**config.mk**
```make
export PLATFORM = sky130hd
export DESIGN_NAME = wake_pme_ctrl
export DESIGN_NICKNAME = d
export VERILOG_FILES = /design/src/rtl/wpc_pkg.sv /design/src/rtl/wpc_sync.sv /design/src/rtl/wpc_wake_detect.sv /design/src/rtl/wpc_pme_out.sv /design/src/rtl/wake_pme_ctrl.sv
export SDC_FILE = /design/constraint.sdc
export NUM_CORES = 1
export LEC_CHECK = 0
export ABC_AREA = 0
export BUFFER_PORTS_ARGS = -buffer_cell sky130_fd_sc_hd__buf_2
export CAP_MARGIN = 20
export CELL_PAD_IN_SITES_DETAIL_PLACEMENT = 2
export CELL_PAD_IN_SITES_GLOBAL_PLACEMENT = 2
export CORE_ASPECT_RATIO = 1.5
export CORE_MARGIN = 4
export CORE_UTILIZATION = 28
export CTS_CLUSTER_SIZE = 28
export DETAILED_ROUTE_END_ITERATION = 16
export GPL_TIMING_DRIVEN = 0
export MAX_ROUTING_LAYER = met4
export PLACE_DENSITY_LB_ADDON = 0.1
export SETUP_SLACK_MARGIN = 0.2
export SLEW_MARGIN = 5
export SYNTH_ARGS = -nofsm -noshare
export SYNTH_HDL_FRONTEND = slang
export SYNTH_SLANG_ARGS = --single-unit
```
**constraint.sdc**
```tcl
create_clock -name clk -period 1.9 [get_ports clk]
set_clock_uncertainty 0.1 [all_clocks]
set_input_delay 0.095 -clock clk [delete_from_list [all_inputs] [get_ports clk]]
set_output_delay 0.095 -clock clk [all_outputs]
set_load 0.05 [all_outputs]
```
**src/rtl/wpc_pkg.sv**
```systemverilog
package wpc_pkg;
   localparam int NGPIO     = 11;
   localparam int IDX_LINK  = 11;
   localparam int IDX_MAGIC = 12;
   localparam int NSRC      = 13;
   localparam int PIN_INT   = 0;
   localparam int PIN_EXT   = 8;
   localparam logic [NGPIO-1:0] CAP_INT = 11'b111_1111_1100;
   localparam logic [NGPIO-1:0] CAP_EXT = 11'b100_0000_0000;
endpackage

```
**src/rtl/wpc_sync.sv**
```systemverilog
module wpc_sync #(
   parameter int W      = 11,
   parameter int STAGES = 2
) (
   input  logic         clk,
   input  logic         rst_n,
   input  logic [W-1:0] d,
   output logic [W-1:0] q
);
   logic [W-1:0] chain [STAGES];

   generate
      if (STAGES < 2) begin : g_bad
         $error("wpc_sync needs at least two stages");
      end
   endgenerate

   always_ff @(posedge clk or negedge rst_n) begin
      if (!rst_n) begin
         for (int i = 0; i < STAGES; i++) chain[i] <= '0;
      end else begin
         chain[0] <= d;
         for (int i = 1; i < STAGES; i++) chain[i] <= chain[i-1];
      end
   end

   assign q = chain[STAGES-1];
endmodule

```
**src/rtl/wpc_wake_detect.sv**
```systemverilog
module wpc_wake_detect
   import wpc_pkg::*;
(
   input  logic             clk,
   input  logic             rst_n,
   input  logic [NGPIO-1:0] pin_s,
   input  logic             phy_ext,
   input  logic             g10_act_high,
   input  logic [NGPIO-1:0] wake_en,
   output logic [NGPIO-1:0] pin_hit
);
   logic [NGPIO-1:0] act, act_q, cap;

   generate
      for (genvar i = 0; i < NGPIO; i++) begin : g_pol
         if (i == NGPIO-1) begin : g_prog
            assign act[i] = g10_act_high ? pin_s[i] : ~pin_s[i];
         end else begin : g_low
            assign act[i] = ~pin_s[i];
         end
      end
   endgenerate

   always_ff @(posedge clk or negedge rst_n) begin
      if (!rst_n) act_q <= '1;
      else        act_q <= act;
   end

   assign cap     = phy_ext ? CAP_EXT : CAP_INT;
   assign pin_hit = act & ~act_q & cap & wake_en;
endmodule

```
**src/rtl/wpc_pme_out.sv**
```systemverilog
module wpc_pme_out
   import wpc_pkg::*;
#(
   parameter int PULSE_W = 8
) (
   input  logic               clk,
   input  logic               rst_n,
   input  logic               trigger,
   input  logic               clearing,
   input  logic               pend,
   input  logic               pulse_mode,
   input  logic [PULSE_W-1:0] pulse_len,
   input  logic               phy_ext,
   input  logic               open_drain,
   output logic               pme_sig,
   output logic [NGPIO-1:0]   gpio_out,
   output logic [NGPIO-1:0]   gpio_oe
);
   logic               busy;
   logic [PULSE_W-1:0] remain;
   logic [NGPIO-1:0]   sel;

   always_ff @(posedge clk or negedge rst_n) begin
      if (!rst_n) begin
         busy   <= 1'b0;
         remain <= '0;
      end else if (clearing) begin
         busy   <= 1'b0;
         remain <= '0;
      end else if (trigger) begin
         busy   <= 1'b1;
         remain <= pulse_len;
      end else if (busy) begin
         if (remain == '0) busy <= 1'b0;
         else              remain <= remain - 1'b1;
      end
   end

   assign pme_sig = pulse_mode ? busy : pend;

   generate
      for (genvar i = 0; i < NGPIO; i++) begin : g_pin
         if (i == PIN_INT || i == PIN_EXT) begin : g_pme
            assign sel[i] = phy_ext ? (i == PIN_EXT) : (i == PIN_INT);
         end else begin : g_none
            assign sel[i] = 1'b0;
         end
      end
   endgenerate

   assign gpio_out = open_drain ? '0 : (sel & {NGPIO{pme_sig}});
   assign gpio_oe  = open_drain ? (sel & {NGPIO{pme_sig}}) : sel;
endmodule

```
**src/rtl/wake_pme_ctrl.sv**
```systemverilog
module wake_pme_ctrl
   import wpc_pkg::*;
#(
   parameter int   PULSE_W      = 8,
   parameter int   SYNC_STAGES  = 2,
   parameter logic RESET_IN_PME = 1'b1
) (
   input  logic               clk,
   input  logic               rst_n,
   input  logic               clr_n,
   input  logic               phy_ext,
   input  logic [NGPIO-1:0]   gpio_in,
   input  logic [NGPIO-1:0]   wake_en,
   input  logic               g10_act_high,
   input  logic               link_up,
   input  logic               magic_pkt,
   input  logic               pulse_mode,
   input  logic [PULSE_W-1:0] pulse_len,
   input  logic               open_drain,
   output logic [NGPIO-1:0]   gpio_out,
   output logic [NGPIO-1:0]   gpio_oe,
   output logic               pme_mode,
   output logic [NSRC-1:0]    wake_flags
);
   localparam int SEL_INT = PIN_INT + 1;
   localparam int SEL_EXT = PIN_EXT + 1;

   generate
      if (PULSE_W < 1 || PULSE_W > 16) begin : g_bad_w
         $error("PULSE_W out of range");
      end
   endgenerate

   logic [NGPIO-1:0] pin_s, pin_hit;
   logic [NSRC-1:0]  src_hit;
   logic clr_q, link_q, pend, clearing, clr_fall, modesel, link_rise, any_hit, trigger, pme_sig;

   wpc_sync #(.W(NGPIO), .STAGES(SYNC_STAGES)) u_sync (
      .clk(clk), .rst_n(rst_n), .d(gpio_in), .q(pin_s)
   );

   wpc_wake_detect u_det (
      .clk(clk), .rst_n(rst_n), .pin_s(pin_s), .phy_ext(phy_ext),
      .g10_act_high(g10_act_high), .wake_en(wake_en), .pin_hit(pin_hit)
   );

   assign clearing  = ~clr_n;
   assign clr_fall  = clr_q & ~clr_n;
   assign modesel   = phy_ext ? pin_s[SEL_EXT] : pin_s[SEL_INT];
   assign link_rise = link_up & ~link_q;
   assign src_hit   = {magic_pkt, link_rise, pin_hit} & {NSRC{pme_mode}};
   assign any_hit   = |src_hit;
   assign trigger   = any_hit & ~pend & ~clearing;

   always_ff @(posedge clk or negedge rst_n) begin
      if (!rst_n) begin
         clr_q      <= 1'b1;
         link_q     <= 1'b0;
         pme_mode   <= RESET_IN_PME;
         pend       <= 1'b0;
         wake_flags <= '0;
      end else begin
         clr_q  <= clr_n;
         link_q <= link_up;
         if (clr_fall) pme_mode <= modesel;
         if (clearing) begin
            pend       <= 1'b0;
            wake_flags <= '0;
         end else begin
            pend       <= pend | any_hit;
            wake_flags <= wake_flags | src_hit;
         end
      end
   end

   wpc_pme_out #(.PULSE_W(PULSE_W)) u_out (
      .clk(clk), .rst_n(rst_n), .trigger(trigger), .clearing(clearing),
      .pend(pend), .pulse_mode(pulse_mode), .pulse_len(pulse_len),
      .phy_ext(phy_ext), .open_drain(open_drain), .pme_sig(pme_sig),
      .gpio_out(gpio_out), .gpio_oe(gpio_oe)
   );
endmodule

```
After elaboration in Yosys (flattened, before gate mapping)
Index checks and enable logic that the tools add are counted.

$add $sub $neg: 1. Equal/unequal tests: 2. Multiplexer cells: 18. Bitwise operators: 26. Reduce and logical (&&, ||, !) cells: 3.

Operators with widths (count): $and A11 B11 Y11 (3); $mux W8 (4); $mux W11 (2); $not A1 Y1 (14); $and A13 B13 Y13 (1); $mux W13 (1); $or A13 B13 Y13 (1); $reduce_or A13 Y1 (1); $and A9 B11 Y11 (1); $not A11 Y11 (1); $mux W1 (10); $mux W10 (1); $logic_not A8 Y1 (1); $sub A8 B1 Y8 const B (1); $and A1 B1 Y1 (4); $ne A3 B2 Y1 const B (1); $ne A3 B3 Y1 const B (1); $reduce_and A2 Y1 (1); $or A1 B1 Y1 (1).

Flip-flop bits (word level): 59. Input port bits: 39. Output and inout port bits: 36. Word-level logic and storage cells: 60.

Longest topological paths before layout
Depth in word-level cells: 11. Depth in mapped cells: 7. Mapped depth without buffers: 7.

Modules after synthesis
A second synthesis with hierarchy kept.

Cell total of the unflattened synthesis: 202. Area, all modules: 2459.9 µm².

By module, submodules not included: wpc_pme_out (instances 1, cells each 81, area each 716.9 µm², sequential area each 225.2 µm²); wake_pme_ctrl (instances 1, cells each 57, area each 658.1 µm², sequential area each 427.9 µm²); wpc_sync (instances 1, cells each 33, area each 633.1 µm², sequential area each 550.5 µm²); wpc_wake_detect (instances 1, cells each 31, area each 451.7 µm², sequential area each 236.5 µm²).

Worst setup path after synthesis
No wires, ideal clock.

Kind: flip-flop to flip-flop. Start point: register pme_mode. End point: register u_out.remain[0]. Setup time: 0.120 ns. Data arrival time: 1.920 ns. Required time: 1.680 ns. Path slack: -0.240 ns. Stages on the path, launching flop included: 8. Path buffers: 3. Period minus slack after synthesis: 2.140 ns. Path through: dfstp_2 buf_2 nand2b_1 a311o_1 buf_6 and2_1 buf_6 o211a_1.

Longest elaborated chain between the ends: 6. Elaborated cells between the ends (all ways): 9. Classes of those cells: eq/ne (2); mux (2); bitwise (3); reduce/logical (2).

RTL lines: start, declared (line wake_pme_ctrl.sv:22) `output logic pme_mode,`; start signal, assigned (line wake_pme_ctrl.sv:65) `if (clr_fall) pme_mode <= modesel;`; $and A13 B13 Y13 (*) (line wake_pme_ctrl.sv:51) `assign src_hit = {magic_pkt, link_rise, pin_hit} & {NSRC{pme_mode}};`; $reduce_or A13 Y1 (*) (line wake_pme_ctrl.sv:52) `assign any_hit = |src_hit;`; $and A1 B1 Y1 (*) (2 in a row) (line wake_pme_ctrl.sv:53) `assign trigger = any_hit & ~pend & ~clearing;`; $ne A3 B2 Y1 (no line) (tied with other cells); $reduce_and A2 Y1 (no line) / $mux W8 (equally long branches); end signal, assigned (line wpc_pme_out.sv:32) `remain <= pulse_len;`; end signal, assigned (line wpc_pme_out.sv:35) `else remain <= remain - 1'b1;`; end, declared (line wpc_pme_out.sv:20) `logic [PULSE_W-1:0] remain;`.

Mark *: on every way between the ends. The rest lies on a longest branch, timed or not. A chain may end at the register's enable or synchronous reset.

Final worst setup path
Start point: register u_out.remain[1]. End point: register u_out.remain[1].

Longest elaborated chain between the ends: 5. Elaborated cells between the ends (all ways): 8. Classes of those cells: add/sub (1); eq/ne (1); mux (4); reduce/logical (2).

RTL lines: $sub A8 B1 Y8 (line wpc_pme_out.sv:35); $mux W8 (line wpc_pme_out.sv:34) `if (remain == '0) busy <= 1'b0;`; $mux W8 (line wpc_pme_out.sv:33) `end else if (busy) begin`; $mux W8 (line wpc_pme_out.sv:30) `end else if (trigger) begin`; $mux W8 (line wpc_pme_out.sv:27) `end else if (clearing) begin`.

Several ways; a longest one is shown, not always the timed one. The select of a mux whose other input is x is not followed.

==> run metrics <==
status=finished, violations left; failing checks=negative setup slack; drt wl/cell=14.7 um; Final nets=350; CTS tree=done; drc violations=0; CP bufs+invs=1; Top FF cell, synth=dfrtp_1; Post-synth EDFFs=0; maximum vdd drop=424 uV; setup violators final=4; internal power=2.13 mW; Pre-Repair DR Iteration Count=4; fmax=513 MHz; die height=119 um; Final ANT Viol Nets=0; gr ovfl total=0; Initial Utilization=0.288; pwr/cell area=917 mW/mm^2; Reg power frac=0.423; fin crit share=1.03; final setup TNS=-0.0642 ns; Post-Synthesis Cells=196; most frequent cells in the layout=50 x buf_2, 42 x dfrtp_1, 35 x buf_4; HP Class=primary input to flop; Syn Area/Cell=11.7 um^2; Syn-to-layout area delta=45.1%; dpl hpwl=4.44 mm; critical path class=flop to flop; minimum clock period=1.95 ns; grt met2 use=0.247; Final WS setup=-0.0488 ns; final WL=6.09 mm; Worst path slowest cell=or4b_4; final-report max-slew violation count=0; die area=0.00977 mm^2; vias per cell=4.33; global-route wire length before repair=10.0 mm; ys async rst share=1.00; sw power=0.932 mW; met3 Track Usage GR=0.0242; die width=82.0 um; H-tree Lvls=2; Post-Synthesis Cell Area=0.00230 mm^2; fin cells=415; top cell family by delay on the critical path=simple AND/OR/NAND/NOR gates; CP Launch Type=flop; gpl congestion=0.749; Worst path max stage delay=0.50 ns; flops & latches, synth=53; switching share of power=0.304; vias in the first global route=2039; Max Cap Violations=0; Num CTS Buffers=5; Antenna Cells=0; Pleak=1.63 nW; initial DRC count=35; clk slew on worst S/H paths=0.07 ns; share of cells above drive strength 1=0.442; via count=1795; Clock Latency Late Sink=0.29 ns; CP Cell Sequence=inv_2 -> ha_4 -> or4b_4 -> o21ai_4 -> mux2i_1 -> nand4_1 -> o21ai_1; unrepaired setup endpoints after global routing=yes; # clock sinks=53; Inst Count DP=371; CP Data Required Time=2.01 ns; Yosys cell types=48; total track usage=0.138; GR Util met1=0.154; largest net degree at the start of global routing=31; Comb power frac=0.277; Yosys warning total=0; Top Usage Layer GRT=met2; Setup crit end kind=flop; number of I/O port buffers=50; IO Pins=75; initial antenna violation count=0; core area=0.00801 mm^2; worst slew pin tran=0.566 ns; row cnt=40; clock root buffer=clkbuf_16; CP Max Fanout=4; fin util=0.417; post-synthesis sequential area ratio=0.582; Worst Path Arrival=2.06 ns; Worst slew margin=0.623; Clock Power Share=0.300; final hold vios=0; clk buf depth=2; Design Power=3.06 mW; most common cell after layout, fill and taps aside=buf_2
-- stage by stage --
stage	instance area (um^2)	hold WS (ns)	worst slack (ns)
floorplan	2400	-0.301	-0.0923
global placement	2780	0.102	-0.164
finish	3340	0.0449	-0.0488
global route	3340	0.0729	-0.141
detailed placement	2800	0.0198	-0.194
CTS	3280	0.0369	-0.0354
-- state kept, by name, summed over array words and instances, names as in the netlist --
name / count
u_sync.q: 10
clr_q: 1
pend: 1
link_q: 1
u_det.act_q: 9
wake_flags: 11
pme_mode: 1
u_sync.chain: 10
u_out.busy: 1
u_out.remain: 8
-- tightest hold or removal path, cell delays in order --
cell and delay, ns:
buf_2 0.10, a21oi_1 0.14, a311oi_2 0.06
-- synthesized netlist by cell type (2+ instances only) --
| cell | n | share of area |
|---|---|---|
| xnor2_1 | 2 | 0.0076 |
| nand2b_1 | 2 | 0.0054 |
| a21oi_1 | 14 | 0.030 |
| nor3b_1 | 3 | 0.0098 |
| o21ai_1 | 5 | 0.011 |
| nand3_1 | 3 | 0.0065 |
| buf_4 | 21 | 0.068 |
| mux2i_1 | 5 | 0.022 |
| buf_6 | 2 | 0.0098 |
| o21a_1 | 2 | 0.0065 |
| nor3b_2 | 4 | 0.022 |
| ha_1 | 2 | 0.011 |
| nand2_1 | 7 | 0.011 |
| dfstp_2 | 11 | 0.13 |
| clkbuf_1 | 2 | 0.0033 |
| nor3_1 | 3 | 0.0065 |
| dfrtp_1 | 42 | 0.46 |
| nand4_1 | 3 | 0.0082 |
| inv_1 | 12 | 0.020 |
| o21ai_0 | 3 | 0.0065 |
| o211a_1 | 4 | 0.017 |
| nor2_1 | 15 | 0.024 |
| nor2b_1 | 4 | 0.011 |
-- power groups by stage --
stage          logic, mW  clock network [mW]  registers (mW)
3_5_place_dp       0.691                   0            1.31
4_1_cts            0.796               0.961            1.30
6_report           0.848               0.919            1.30
2_1_floorplan      0.480                   0            1.33
5_1_grt            0.934                1.02            1.31
3_3_place_gp       0.675                   0            1.31
-- what timing repair did --
action	in CTS	in global routing
buffers inserted	8	6
cloned	0	0
resized for setup	9	6
setup endpoints to repair	9	13
hold endpoints to repair	38	0
pin swaps	9	2
hold buffers	22	0
-- layer usage --
metal	up-vias	part of all wire
li1	850	-
met1	897	0.38
met2	42	0.57
met3	6	0.039
met4	0	0.012
met5	-	0
-- layout make-up --
type / instances / area (um^2)
multi-input combinational: 123 / 872
inverter: 13 / 48.8
tap: 105 / 131
clock inverter: 2 / 13.8
fill: 879 / 4670
timing repair buffer: 87 / 596
buffer: 26 / 199
clock buffer: 6 / 139
sequential: 53 / 1340
-- cells by family after synthesis --
logic type	count (synthesis)	synth area share
flops	53	0.582
fa+ha+maj	2	0.0109
buf+inv	39	0.105
compound gates	38	0.118
other cells	1	0.00163
xor+xnor	2	0.00761
mux	5	0.0217
simple gates	56	0.153
-- worst paths after layout --
path | start | to | slack, ns | depth (start not counted)
worst max-delay path | u_out.remain[1] | u_out.remain[1] | -0.05 | 7
worst min-delay path | pulse_len[6] | u_out.remain[6] | 0.04 | 3
worst max register to register | u_out.remain[1] | u_out.remain[1] | -0.05 | 7
worst min register to register | u_sync.chain[14] | u_sync.q[3] | 0.25 | 0
max in group asynchronous | rst_n | u_det.act_q[5] | 0.84 | 3
min in group asynchronous | rst_n | link_q | 0.23 | 2
(Power assumes the default switching activity.)
